File: src/rtl/prot_seq_pkg.sv
package prot_seq_pkg;
    typedef enum logic [2:0] {
        ST_START    = 3'd0,
        ST_RUN      = 3'd1,
        ST_AR_WAIT  = 3'd2,
        ST_EXT_FALL = 3'd3,
        ST_EXT_RISE = 3'd4
    } seq_state_t;

    localparam int NUM_CYC_FLT = 4;
    localparam int CYC_OVP = 0;
    localparam int CYC_UVP = 1;
    localparam int CYC_CSS = 2;
    localparam int CYC_DSS = 3;
endpackage

File: src/rtl/prot_time_deb.sv
module prot_time_deb #(
    parameter int TICKS = 8
) (
    input  logic clk,
    input  logic rst_n,
    input  logic en,
    input  logic fault,
    output logic trip
);
    localparam int W = $clog2(TICKS + 1);
    localparam logic [W-1:0] LAST = W'(TICKS - 1);

    logic [W-1:0] cnt;

    always_ff @(posedge clk or negedge rst_n) begin
        if (!rst_n)
            cnt <= '0;
        else if (!en || !fault)
            cnt <= '0;
        else if (cnt != LAST)
            cnt <= cnt + 1'b1;
    end

    assign trip = en && fault && (cnt == LAST);
endmodule

File: src/rtl/prot_cyc_deb.sv
module prot_cyc_deb #(
    parameter int COUNT = 2
) (
    input  logic clk,
    input  logic rst_n,
    input  logic en,
    input  logic stb,
    input  logic fault,
    output logic trip
);
    localparam int W = $clog2(COUNT + 1);
    localparam logic [W-1:0] LAST = W'(COUNT - 1);

    logic [W-1:0] cnt;

    always_ff @(posedge clk or negedge rst_n) begin
        if (!rst_n)
            cnt <= '0;
        else if (!en)
            cnt <= '0;
        else if (stb) begin
            if (!fault)
                cnt <= '0;
            else if (cnt != LAST)
                cnt <= cnt + 1'b1;
        end
    end

    assign trip = en && stb && fault && (cnt == LAST);
endmodule

File: src/rtl/prot_seq.sv
module prot_seq
    import prot_seq_pkg::*;
#(
    parameter int OVP_TICKS       = 7000,
    parameter int BO_TICKS        = 1650000,
    parameter int SD_TICKS        = 40000,
    parameter int SD_START_TICKS  = 100000,
    parameter int UVP_BLANK_TICKS = 4000000,
    parameter int CYC_N           = 2,
    parameter int DIODE_N         = 1,
    parameter int EXT_LAPS        = 2
) (
    input  logic clk,
    input  logic rst_n,
    input  logic vdd_ovp_i,
    input  logic vs_ovp_i,
    input  logic vs_uvp_i,
    input  logic line_low_i,
    input  logic sd_low_i,
    input  logic sd_low_st_i,
    input  logic otp_i,
    input  logic cs_short_i,
    input  logic diode_short_i,
    input  logic cyc_stb_i,
    input  logic burst_off_i,
    input  logic vdd_on_i,
    input  logic vdd_off_i,
    input  logic vdd_hv_i,
    output logic gate_en_o,
    output logic hv_en_o,
    output logic low_iq_o
);
    localparam int TMAX = (UVP_BLANK_TICKS > SD_START_TICKS) ? UVP_BLANK_TICKS : SD_START_TICKS;
    localparam int TW   = $clog2(TMAX + 1);
    localparam int LW   = $clog2(EXT_LAPS + 1);

    seq_state_t state, state_nx;
    logic       running;
    logic [TW-1:0] run_tmr;
    logic [LW-1:0] lap;
    logic       in_sd_window, uvp_armed;
    logic       sd_sel, sd_lvl;
    logic       ovp_trip, bo_trip, sd_trip;
    logic [NUM_CYC_FLT-1:0] cyc_flt, cyc_trip;
    logic       norm_trip, ext_trip;

    assign running = (state == ST_RUN);

    // Time since entering the switching state, saturating
    always_ff @(posedge clk or negedge rst_n) begin
        if (!rst_n)
            run_tmr <= '0;
        else if (!running)
            run_tmr <= '0;
        else if (run_tmr != TW'(TMAX))
            run_tmr <= run_tmr + 1'b1;
    end

    assign in_sd_window = run_tmr < TW'(SD_START_TICKS);
    assign uvp_armed    = run_tmr >= TW'(UVP_BLANK_TICKS);

    // Shutdown comparator sampling: per cycle while switching, continuous in burst-off
    assign sd_sel = in_sd_window ? sd_low_st_i : sd_low_i;

    always_ff @(posedge clk or negedge rst_n) begin
        if (!rst_n)
            sd_lvl <= 1'b0;
        else if (!running)
            sd_lvl <= 1'b0;
        else if (burst_off_i || cyc_stb_i)
            sd_lvl <= sd_sel;
    end

    prot_time_deb #(.TICKS(OVP_TICKS)) u_ovp_deb (
        .clk(clk), .rst_n(rst_n), .en(running), .fault(vdd_ovp_i), .trip(ovp_trip));
    prot_time_deb #(.TICKS(BO_TICKS)) u_bo_deb (
        .clk(clk), .rst_n(rst_n), .en(running), .fault(line_low_i), .trip(bo_trip));
    prot_time_deb #(.TICKS(SD_TICKS)) u_sd_deb (
        .clk(clk), .rst_n(rst_n), .en(running), .fault(sd_lvl), .trip(sd_trip));

    // Cycle-count debounces
    always_comb begin
        cyc_flt          = '0;
        cyc_flt[CYC_OVP] = vs_ovp_i;
        cyc_flt[CYC_UVP] = vs_uvp_i && uvp_armed;
        cyc_flt[CYC_CSS] = cs_short_i;
        cyc_flt[CYC_DSS] = diode_short_i;
    end

    for (genvar gi = 0; gi < NUM_CYC_FLT; gi++) begin : g_cyc
        localparam int N = (gi == CYC_DSS) ? DIODE_N : CYC_N;
        prot_cyc_deb #(.COUNT(N)) u_deb (
            .clk(clk), .rst_n(rst_n), .en(running), .stb(cyc_stb_i),
            .fault(cyc_flt[gi]), .trip(cyc_trip[gi]));
    end

    assign ext_trip  = cyc_trip[CYC_UVP];
    assign norm_trip = cyc_trip[CYC_OVP] | cyc_trip[CYC_CSS] | cyc_trip[CYC_DSS]
                     | ovp_trip | bo_trip | sd_trip | otp_i | vdd_off_i;

    // Next state
    always_comb begin
        state_nx = state;
        unique case (state)
            ST_START:    if (vdd_on_i) state_nx = ST_RUN;
            ST_RUN: begin
                if (ext_trip)       state_nx = ST_EXT_FALL;
                else if (norm_trip) state_nx = ST_AR_WAIT;
            end
            ST_AR_WAIT:  if (vdd_hv_i) state_nx = ST_START;
            ST_EXT_FALL: if (vdd_hv_i) state_nx = ST_EXT_RISE;
            ST_EXT_RISE: begin
                if (vdd_on_i)
                    state_nx = (lap == LW'(EXT_LAPS - 1)) ? ST_RUN : ST_EXT_FALL;
            end
            default:     state_nx = ST_START;
        endcase
    end

    // State register
    always_ff @(posedge clk or negedge rst_n) begin
        if (!rst_n) state <= ST_START;
        else        state <= state_nx;
    end

    // Extended-restart lap counter
    always_ff @(posedge clk or negedge rst_n) begin
        if (!rst_n)
            lap <= '0;
        else if (running)
            lap <= '0;
        else if (state == ST_EXT_RISE && vdd_on_i)
            lap <= lap + 1'b1;
    end

    // Outputs
    always_comb begin
        gate_en_o = 1'b0;
        hv_en_o   = 1'b0;
        low_iq_o  = 1'b0;
        unique case (state)
            ST_START:    hv_en_o = 1'b1;
            ST_RUN:      gate_en_o = 1'b1;
            ST_AR_WAIT:  ;
            ST_EXT_FALL: low_iq_o = 1'b1;
            ST_EXT_RISE: begin
                hv_en_o  = 1'b1;
                low_iq_o = 1'b1;
            end
            default:     ;
        endcase
    end
endmodule


File: config.mk
export PLATFORM = sky130hd
export DESIGN_NAME = prot_seq
export DESIGN_NICKNAME = d
export VERILOG_FILES = /design/src/rtl/prot_seq_pkg.sv /design/src/rtl/prot_time_deb.sv /design/src/rtl/prot_cyc_deb.sv /design/src/rtl/prot_seq.sv
export SDC_FILE = /design/constraint.sdc
export NUM_CORES = 1
export LEC_CHECK = 0
export BUFFER_PORTS_ARGS = -buffer_cell sky130_fd_sc_hd__buf_2
export CORE_MARGIN = 4
export CORE_UTILIZATION = 41
export DETAILED_ROUTE_END_ITERATION = 8
export HOLD_SLACK_MARGIN = 0.12
export SLEW_MARGIN = 20
export SYNTH_ARGS = -nofsm -noshare
export SYNTH_HDL_FRONTEND = slang
export SYNTH_SLANG_ARGS = --single-unit
File: constraint.sdc
create_clock -name clk -period 3.1 [get_ports clk]
set_input_delay 0.31 -clock clk [delete_from_list [all_inputs] [get_ports clk]]
set_output_delay 0.31 -clock clk [all_outputs]
set_load 0.02 [all_outputs]
==> flow_summary.toml, run 1 <==
[timing]
final-max-slew-violation-count = 0
fin_skew_ns = 0.008534
report.final.setup_viol = 0
post-route-min-period_ns = 2.249
max_slew_margin_pct = 48.46
period_share_pct = 72.53
timing.fmax_mhz = 444.7
fin_tns_setup_ns = 0
slew_at_the_pin_with_the_worst_max_slew_slack_ns = 0.7731
hold_viol = 0
grt_setup_unrepaired = "false"

[logic_synthesis]
post_synth_xor_xnor_area_pct = 10.47
synth_simple_gate_area_share_pct = 29.62
synth_nets = 496
synth.area.mux_share_pct = 1.129
post_synth_instance_area_mm2 = 0.004432
seq_area_frac_synth_pct = 47.43
yosys-top-cells-count = "84 x sky130_fd_sc_hd__dfrtp_1, 82 x sky130_fd_sc_hd__nor2_1, 40 x sky130_fd_sc_hd__nand2_1"
yosys.area_share.adder_pct = 2.259
synthMostInstantiatedCell = "sky130_fd_sc_hd__dfrtp_1"
async_reset_ff_share_pct = 100.0
synth.avg_cell_area_um2 = 9.389
yosys_top_cell_area_share_pct = 47.43
ys_ff_latch = 84
synthesis.instances = 472
ys.warnings.count = 0
synth_top_family_by_area = "simple AND/OR/NAND/NOR gates"
synth.lib_cells_used.distinct = 59
synth_edf_count = 0
leading_cell_types_by_total_area_after_synthesis = "sky130_fd_sc_hd__dfrtp_1 47%, sky130_fd_sc_hd__nor2_1 6.9%, sky130_fd_sc_hd__xor2_1 5.7%, sky130_fd_sc_hd__xnor2_1 4.7%, sky130_fd_sc_hd__nand2_1 3.4%"
synth-compound-area-share_pct = 6.663
most_common_flop_cell_mapped_by_yosys = "sky130_fd_sc_hd__dfrtp_1"
synth.largest_area_cell = "sky130_fd_sc_hd__dfrtp_1"

[clocking]
post_cts_resize_count = 0
cts_tree = "built"
clkLatencyLatePin_ns = 0.36
cts-buffers-inserted = 9
cts.clk_slew.worst_paths_ns = 0.09
cts_root_buf = "sky130_fd_sc_hd__clkbuf_8"
cts_sinks = 84
htree_num_levels = 3
post_cts_setup_repair_bufs = 0
clk_path_buf_depth = 2

[floorplanning]
total_core_area_mm2 = 0.01042
fp.dieH_um = 112.0
die_area_mm2 = 0.01254
rows = 37
initial_core_util_pct = 42.55
die_width_um = 112.0
top_level_ports = 19

[layout]
finish.instance_area_mm2 = 0.004895
antennaDiodeCount = 0
final_layout_size_suffix_gt1_share_pct = 8.485
areaGrowthSynthToFinish_pct = 10.45
num-nets-final = 514

[place]
dpl.hpwl_um = 6068
buffer_ports.inserted = 18
gp_weighted_congestion = 0.7686
placed_area_mm2 = 0.004641

[min_path]
timing.hold.worst.start = "vdd_hv_i"
timing.hold.worst_endpoint = "state[2]"
hold_depth = 2
hp-class = "in -> reg"

[global_route]
first_global_vias = 3234
grt_start_max_net_pins = 85
antenna_found_initial = 0
grt_pass1_wl_um = 15680
grtUsageTotal_pct = 15.22
total_gr_overflow = 0

[pwr]
powerDensity_mw_per_mm2 = 516.4
leakage_nw = 1.979
irDropWorstVdd_mv = 0.3333

[worst_setup_path]
path_class = "reg -> reg"
regToRegEndpoint = "state[1]"
worstSetupEndpointType = "flop"
worstPathMaxFanout = 30
cp-start-kind = "flop"
worst_r2r_startpoint = "state[1]"
worstSetupStartpoint = "state[1]"
cp_cell_sequence = "or3b_4, a2111oi_0, and3b_1, o211ai_1"
critical_path_arrival_ns = 2.50
slowest_stage = "sky130_fd_sc_hd__a2111oi_0"
worst-r2r-cell-count = 4
worst-endpoint-required_ns = 3.35
r2r_slack_ns = 0.85
critical_path.max_stage_delay_ns = 0.70

[route]
route.vias.total = 3366
drtPass1Iterations = 6
avgRoutedWirePerCell_um = 13.94
route.antenna.remaining_nets = 0
drt_drc_violations_left = 0
via_per_inst = 5.334
drt-total-wl_um = 8799
drt-initial-drc-count = 207

[job]
max-cap-violations = 0

[outcome]
outcome = "completed"
## worst max-delay path: cells and delay by family, from the launching register on
| family | cells | cell delay (ns) |
|---|---|---|
| AND/OR/NAND/NOR | 2 | 0.86 |
| AO/OA/AOI/OAI | 2 | 0.78 |
| flip-flops | 1 | 0.47 |
## placed cells by master (no fill, tap or decap), types with 7 or more instances in the layout
cell type                  Yosys  layout
sky130_fd_sc_hd__inv_1        13      13
sky130_fd_sc_hd__dfrtp_1      84      84
sky130_fd_sc_hd__nand3_1      26      26
sky130_fd_sc_hd__nor2_1       82      82
sky130_fd_sc_hd__nor3_1       19      19
sky130_fd_sc_hd__xnor2_1      24      24
sky130_fd_sc_hd__clkbuf_8      0       9
sky130_fd_sc_hd__o21ai_0      11      11
sky130_fd_sc_hd__ha_1          8       8
sky130_fd_sc_hd__nand2_1      40      40
sky130_fd_sc_hd__or3_1         8       8
sky130_fd_sc_hd__nand4_1      15      15
sky130_fd_sc_hd__xor2_1       29      29
sky130_fd_sc_hd__buf_2         1      17
sky130_fd_sc_hd__a21oi_1      16      16
sky130_fd_sc_hd__and3_1        7       7
## power by group
| group | switching, mW | internal, mW | total, mW |
|---|---|---|---|
| sequential | 0.0666 | 1.14 | 1.21 |
| clock | 0.400 | 0.537 | 0.937 |
| combinational | 0.257 | 0.123 | 0.380 |
## worst max path at each step
stage / to / slack [ns] / cells past startpoint
2_1_floorplan: u_sd_deb.cnt[5] / 1.23 / 5
3_3_place_gp: state[1] / 0.94 / 4
3_5_place_dp: state[1] / 0.86 / 4
4_1_cts: state[1] / 0.86 / 4
5_1_grt: state[1] / 0.68 / 4
6_report: state[1] / 0.85 / 4
## metal layers
layer / GRT usage (%) / wire [um]
met1: 21.52 / 4522
met2: 22.26 / 3872
met3: 3.859 / 243
met4: 6.330 / 161
met5: 0 / 0
## registers in the layout, indices dropped and copies added, names as in the netlist
| register | count |
|---|---|
| u_sd_deb.cnt | 16 |
| g_cyc.u_deb.cnt | 6 |
| sd_lvl | 1 |
| u_bo_deb.cnt | 21 |
| state | 3 |
| u_ovp_deb.cnt | 13 |
| run_tmr | 22 |
| lap | 2 |
## kinds of logic after synthesis
group	after synthesis
buf+inv	26
xor+xnor	53
flops	84
fa+ha+maj	8
compound gates	47
mux	5
simple gates	249
## through the flow
stage	utilization [%]	hold slack [ns]	setup WS (ns)	std cells	total power, mW
6_report	46.99	0.2423	0.8515	631	2.528
5_1_grt	46.99	0.2414	0.6753	631	2.669
4_1_cts	46.86	0.1740	0.8579	630	2.568
3_5_place_dp	44.55	0.4816	0.8640	614	1.619
3_3_place_gp	44.55	0.4686	0.9373	614	1.605
2_1_floorplan	-	0.01441	1.232	472	1.497
## layout make-up
| class | instances | area (um^2) |
|---|---|---|
| clock buffer | 10 | 127.6 |
| fill | 1004 | 5522 |
| inverter | 14 | 53.80 |
| timing repair buffer | 19 | 106.4 |
| multi-input combinational | 362 | 2222 |
| sequential | 84 | 2102 |
| clock inverter | 6 | 112.6 |
| tap | 136 | 170.2 |
## what timing repair did
| action | 4_1_cts | 5_1_grt |
|---|---|---|
| setup endpoints to repair | 0 | 0 |
| hold buffers | 0 | 1 |
| endpoints found under the hold margin | 0 | 84 |
No activity file was read; power rests on OpenSTA's default activity.
==> run 2: changes to the inputs <==
==> constraint.sdc (replaced) <==
create_clock -name clk -period 1.9 [get_ports clk]
set_input_delay 0.19 -clock clk [delete_from_list [all_inputs] [get_ports clk]]
set_output_delay 0.19 -clock clk [all_outputs]
set_load 0.02 [all_outputs]
==> run 2 against run 1 <==
Effect of this change: clock skew hardly changed; sequential cell count did not move; first-iteration DRC count is 16% lower; die area did not move.
==> flow_summary.toml, run 2 (same netlist as run 1, synthesis figures left out) <==
[worst_setup_path]
worstSetupStartpoint = "u_sd_deb.cnt[13]"
worstPathMaxFanout = 2
critical_path.max_stage_delay_ns = 0.49
critical_path_arrival_ns = 2.08
cp_cell_sequence = "or4bb_1, or4_4, or3b_1, xor2_1, nor2_1"
cp-start-kind = "flop"
worstSetupEndpointType = "flop"
path_class = "reg -> reg"
slowest_stage = "sky130_fd_sc_hd__or4bb_1"
worst-endpoint-required_ns = 2.14
worst_r2r_startpoint = "u_sd_deb.cnt[13]"

[pwr]
post-layout-total-power_mw = 3.860
powerDensity_mw_per_mm2 = 745.5
irDropWorstVdd_mv = 0.4035
leakage_nw = 2.155

[clocking]
cts-buffers-inserted = 9
cts_root_buf = "sky130_fd_sc_hd__clkbuf_8"
cts_tree = "built"
htree_num_levels = 3
cts_sinks = 84
cts.clk_slew.worst_paths_ns = 0.08
clk_path_buf_depth = 2
clkLatencyLatePin_ns = 0.35

[route]
via_per_inst = 5.287
drtPass1Iterations = 4
route.vias.total = 3537
drt-initial-drc-count = 173
drt-total-wl_um = 9334
route.antenna.remaining_nets = 0
drt_drc_violations_left = 0
avgRoutedWirePerCell_um = 13.95

[floorplanning]
fp.dieH_um = 112.0
top_level_ports = 19
die_area_mm2 = 0.01254
rows = 37
die_width_um = 112.0
total_core_area_mm2 = 0.01042
initial_core_util_pct = 42.55

[layout]
multiInputGateArea_mm2 = 0.002272
num-nets-final = 553
final_layout_size_suffix_gt1_share_pct = 15.76
final-seq-area_mm2 = 0.002102
areaGrowthSynthToFinish_pct = 16.83
finish.cell_count_without_fillers = 669
antennaDiodeCount = 0
largest-register = "run_tmr"
final_common_cell = "sky130_fd_sc_hd__dfrtp_1"
reg.largest.list = "run_tmr (22), u_bo_deb.cnt (21), u_sd_deb.cnt (16)"
final_util_pct = 49.71
final_cell_mix = "84 x sky130_fd_sc_hd__dfrtp_1, 82 x sky130_fd_sc_hd__nor2_1, 40 x sky130_fd_sc_hd__nand2_1"
largest_register_ffs = 22
fillCellCount = 973

[min_path]
timing.hold.worst.start = "burst_off_i"
hp-class = "in -> reg"

[timing]
post-route-min-period_ns = 1.840
hold_viol = 0
report.final.setup_viol = 0
fin_tns_setup_ns = 0
period_share_pct = 96.84
grt_setup_unrepaired = "true"
slew_at_the_pin_with_the_worst_max_slew_slack_ns = 0.4916
timing.fmax_mhz = 543.5
worst_slack_ns = 0.06008
max_slew_margin_pct = 66.98
fin_skew_ns = 0.008184
final-max-slew-violation-count = 0

[place]
buffer_ports.inserted = 18
dp.cells = 648
gp_weighted_congestion = 0.7737
pre_cts_setup_slack_ns = -0.02768
dpl.hpwl_um = 6539

[global_route]
first_global_vias = 3539
grt_start_max_net_pins = 38
antenna_found_initial = 0
grt_pass1_wl_um = 16580
total_gr_overflow = 0
grtUsageTotal_pct = 15.96

[job]
max-cap-violations = 0

[outcome]
outcome = "completed"
-- run 2: changes by cell type in the layout (fill, tap and decap cells not counted), sizes merged --
cell,previous run,this run
dlygate4sd3,1,2
bufinv,3,0
clkinv,4,3
clkbuf,10,13
buf,18,56
-- run 2: worst paths after layout --
| path | to | slack, ns | depth (start not counted) |
|---|---|---|---|
| setup reg to reg | u_sd_deb.cnt[5] | 0.06 | 5 |
| hold reg to reg | g_cyc[0].u_deb.cnt[0] | 0.51 | 1 |
| max in group asynchronous | u_bo_deb.cnt[11] | 0.97 | 3 |
| min in group asynchronous | lap[0] | 0.26 | 2 |
| hold / removal | sd_lvl | 0.15 | 4 |
| setup / recovery | u_sd_deb.cnt[5] | 0.06 | 5 |
-- run 2: layout make-up --
cell class                      instances  area share [%]
Inverter                               14           1.039
Multi-Input combinational cell        362           43.89
Tap cell                              136           3.287
Clock buffer                           13           3.069
Clock inverter                          2          0.1933
Sequential cell                        84           40.60
Timing Repair Buffer                   58           7.927
-- run 2: layer usage --
metal  up-vias  global-route usage, %  share of wire (%)
li1       1772                      -                  -
met1      1691                  22.50                 50
met2        59                  24.26                 45
met3        15                  2.772                3.5
met4         0                  6.811                1.7
met5         -                      0                  0
-- run 2: stage by stage --
stage	hold slack (ns)	area, um^2
after floorplan	-0.1056	4432
after global placement	0.08831	4908
after detailed placement	0.09553	4908
after CTS	0.1310	5099
after global routing	0.1531	5177
final	0.1515	5177
-- run 2: what timing repair did --
action / in CTS / in global routing
hold buffers: 2 / 0
setup endpoints to repair: 2 / 8
buffers inserted: 0 / 4
hold endpoints to repair: 56 / 0
pin swaps: 0 / 1
resized for setup: 1 / 7
-- run 2: critical path: cells and delay by family (launching register included) --
kind | cells | cell delay (ns)
and+or+nand+nor | 4 | 1.22
DFF | 1 | 0.38
xor gates and xnor gates | 1 | 0.14
-- run 2: power breakdown --
part / internal, mW / total [mW] / switching [mW]
Sequential: 1.87 / 1.93 / 0.0586
Clock: 0.537 / 1.15 / 0.608
Combinational: 0.284 / 0.788 / 0.505
==> run 3: changes to the inputs <==
--- a/config.mk
+++ b/config.mk
@@ -5,7 +5,8 @@
 export SDC_FILE = /design/constraint.sdc
 export NUM_CORES = 1
 export LEC_CHECK = 0
-export BUFFER_PORTS_ARGS = -buffer_cell sky130_fd_sc_hd__buf_2
+export ABC_AREA = 1
+export BUFFER_PORTS_ARGS = -buffer_cell sky130_fd_sc_hd__buf_4
 export CORE_MARGIN = 4
 export CORE_UTILIZATION = 41
 export DETAILED_ROUTE_END_ITERATION = 8
==> run 3 against run 2 <==
Effect of this change: count of clock-buffer cells in the layout grew 1; cell count grew 22%; sequential share of layout area shrank 2.3 points; global-route usage grew 1.5 points; sequential power grew 2%; routed wire length grew 16%; critical path depth shrank 1; largest cell class unchanged; largest power group unchanged.
==> flow_summary.toml, run 3 <==
[place]
gp_weighted_congestion = 0.9118
buffer_ports.inserted = 18
dpl.hpwl_um = 7989
pre_cts_setup_slack_ns = 0.2003
dp.cells = 801
placed_area_mm2 = 0.005175

[layout]
final_cell_mix = "112 x sky130_fd_sc_hd__nand2_1, 96 x sky130_fd_sc_hd__inv_1, 84 x sky130_fd_sc_hd__dfrtp_1"
largest-register = "run_tmr"
final_layout_size_suffix_gt1_share_pct = 10.81
fillCellCount = 1099
reg.largest.list = "run_tmr (22), u_bo_deb.cnt (21), u_sd_deb.cnt (16)"
num-nets-final = 695
largest_register_ffs = 22
finish.cell_count_without_fillers = 818
final_common_cell = "sky130_fd_sc_hd__nand2_1"
antennaDiodeCount = 0
finish.instance_area_mm2 = 0.005489
areaGrowthSynthToFinish_pct = 13.33

[timing]
worst_slack_ns = 0.1769
fin_tns_setup_ns = 0
report.final.setup_viol = 0
post-route-min-period_ns = 1.723
fin_skew_ns = 0.006932
period_share_pct = 90.69
grt_setup_unrepaired = "false"
timing.fmax_mhz = 580.3
slew_at_the_pin_with_the_worst_max_slew_slack_ns = 0.5458
final-max-slew-violation-count = 0
max_slew_margin_pct = 63.28
hold_viol = 0

[worst_setup_path]
cp-start-kind = "flop"
path_class = "reg -> out"
worst-endpoint-required_ns = 1.71
worstPathMaxFanout = 17
critical_path.max_stage_delay_ns = 0.41
cp.buffers_inverters = 2
cp_cell_sequence = "nor2_4, nand2_4, inv_4, buf_4"
critical_path_arrival_ns = 1.53
worstSetupEndpointType = "output pin"
slowest_stage = "sky130_fd_sc_hd__dfrtp_1"
cpLargestDelayFamily = "flip-flops"

[floorplanning]
total_core_area_mm2 = 0.01147
top_level_ports = 19
rows = 39
fp.dieH_um = 116.7
initial_core_util_pct = 42.24
die_area_mm2 = 0.01362
die_width_um = 116.7

[global_route]
first_global_vias = 4169
grt_pass1_wl_um = 18770
grtUsageTotal_pct = 17.43
antenna_found_initial = 0
total_gr_overflow = 0
grt_start_max_net_pins = 51

[logic_synthesis]
synth.lib_cells_used.distinct = 40
yosys-top-cells-count = "112 x sky130_fd_sc_hd__nand2_1, 96 x sky130_fd_sc_hd__inv_1, 84 x sky130_fd_sc_hd__dfrtp_1"
seq_area_frac_synth_pct = 43.40
ys.warnings.count = 0
ys_ff_latch = 84
post_synth_instance_area_mm2 = 0.004843
yosys_top_cell_area_share_pct = 43.40
synth_nets = 666
synth.avg_cell_area_um2 = 7.544
synth.largest_area_cell = "sky130_fd_sc_hd__dfrtp_1"
most_common_flop_cell_mapped_by_yosys = "sky130_fd_sc_hd__dfrtp_1"
synthMostInstantiatedCell = "sky130_fd_sc_hd__nand2_1"
synth_edf_count = 0
async_reset_ff_share_pct = 100.0
leading_cell_types_by_total_area_after_synthesis = "sky130_fd_sc_hd__dfrtp_1 43%, sky130_fd_sc_hd__nand2_1 8.7%, sky130_fd_sc_hd__inv_1 7.4%, sky130_fd_sc_hd__nor2_1 6.0%, sky130_fd_sc_hd__nand3_1 4.8%"
synthesis.instances = 642

[pwr]
irDropWorstVdd_mv = 0.4371
powerDensity_mw_per_mm2 = 844.7
leakage_nw = 2.466
post-layout-total-power_mw = 4.637

[min_path]
hp-class = "in -> reg"

[clocking]
clk_path_buf_depth = 2
htree_num_levels = 3
cts-buffers-inserted = 9
post_cts_setup_repair_bufs = 0
cts.clk_slew.worst_paths_ns = 0.06
clkLatencyLatePin_ns = 0.34
cts_tree = "built"
cts_sinks = 84
cts_root_buf = "sky130_fd_sc_hd__clkbuf_16"

[route]
avgRoutedWirePerCell_um = 13.20
drt-initial-drc-count = 347
route.vias.total = 4318
via_per_inst = 5.279
route.antenna.remaining_nets = 0
drt-total-wl_um = 10800
drt_drc_violations_left = 0
drtPass1Iterations = 4

[outcome]
outcome = "completed"

[job]
max-cap-violations = 0
run 3: path summary, 6_finish.rpt:
check / start / end / slack (ns) / cells after the start
setup reg to reg: u_bo_deb.cnt[0] / u_bo_deb.cnt[16] / 0.20 / 6
setup / recovery: state[2] / gate_en_o / 0.18 / 4
min in group asynchronous: rst_n / u_bo_deb.cnt[13] / 0.34 / 2
hold reg to reg: g_cyc[1].u_deb.cnt[1] / g_cyc[1].u_deb.cnt[1] / 0.49 / 2
max in group asynchronous: rst_n / run_tmr[13] / 0.93 / 3
hold / removal: burst_off_i / sd_lvl / 0.14 / 4
run 3: where the power goes:
group          switching, mW  internal [mW]  leakage (nW)
clock network          0.679           1.02         0.145
registers             0.0794           1.89          1.17
logic                  0.656          0.317          1.15
total                   1.41           3.22          2.47
run 3: area by class of cell:
type / instances / area (um^2) / area share [%]
multi-input cells: 451 / 2332 / 42.49
flip-flops and latches: 84 / 2102 / 38.30
inverters: 99 / 374.1 / 6.816
clock buffers: 14 / 284.0 / 5.174
repair buffers: 26 / 212.7 / 3.875
well taps: 143 / 178.9 / 3.260
clock inverters: 1 / 5.005 / 0.09118
run 3: cells by family after synthesis:
logic type | synth area share [%]
flops | 43.40
fa+ha+maj | 2.067
xor+xnor | 1.808
buf+inv | 8.499
compound gates | 10.77
simple gates | 33.45
run 3: routing by layer:
metal / part of all wire, % / global-route usage (%) / up-vias
met5: 0 / 0 / -
met4: 2.5 / 8.333 / 0
met3: 2.9 / 2.953 / 20
met2: 48 / 28.82 / 56
met1: 47 / 22.17 / 2068
li1: - / - / 2174
run 3: metrics by stage:
| step | hold slack [ns] | utilization [%] |
|---|---|---|
| floorplan | -0.1056 | - |
| global placement | 0.1831 | 45.13 |
| detailed placement | 0.1841 | 45.13 |
| CTS | 0.1262 | 47.82 |
| global route | 0.1277 | 47.87 |
| finish | 0.1372 | 47.87 |
run 3: tightest hold or removal path, stage by stage:
cell	delay (ns)
sky130_fd_sc_hd__buf_4	0.08
sky130_fd_sc_hd__inv_1	0.04
sky130_fd_sc_hd__nand4_1	0.08
sky130_fd_sc_hd__nand2_1	0.05
run 3: what timing repair did:
action                     CTS  global route
setup endpoints to repair    0             3
hold endpoints to repair    35             0
hold buffers                 2             0
gates resized for setup      0             3
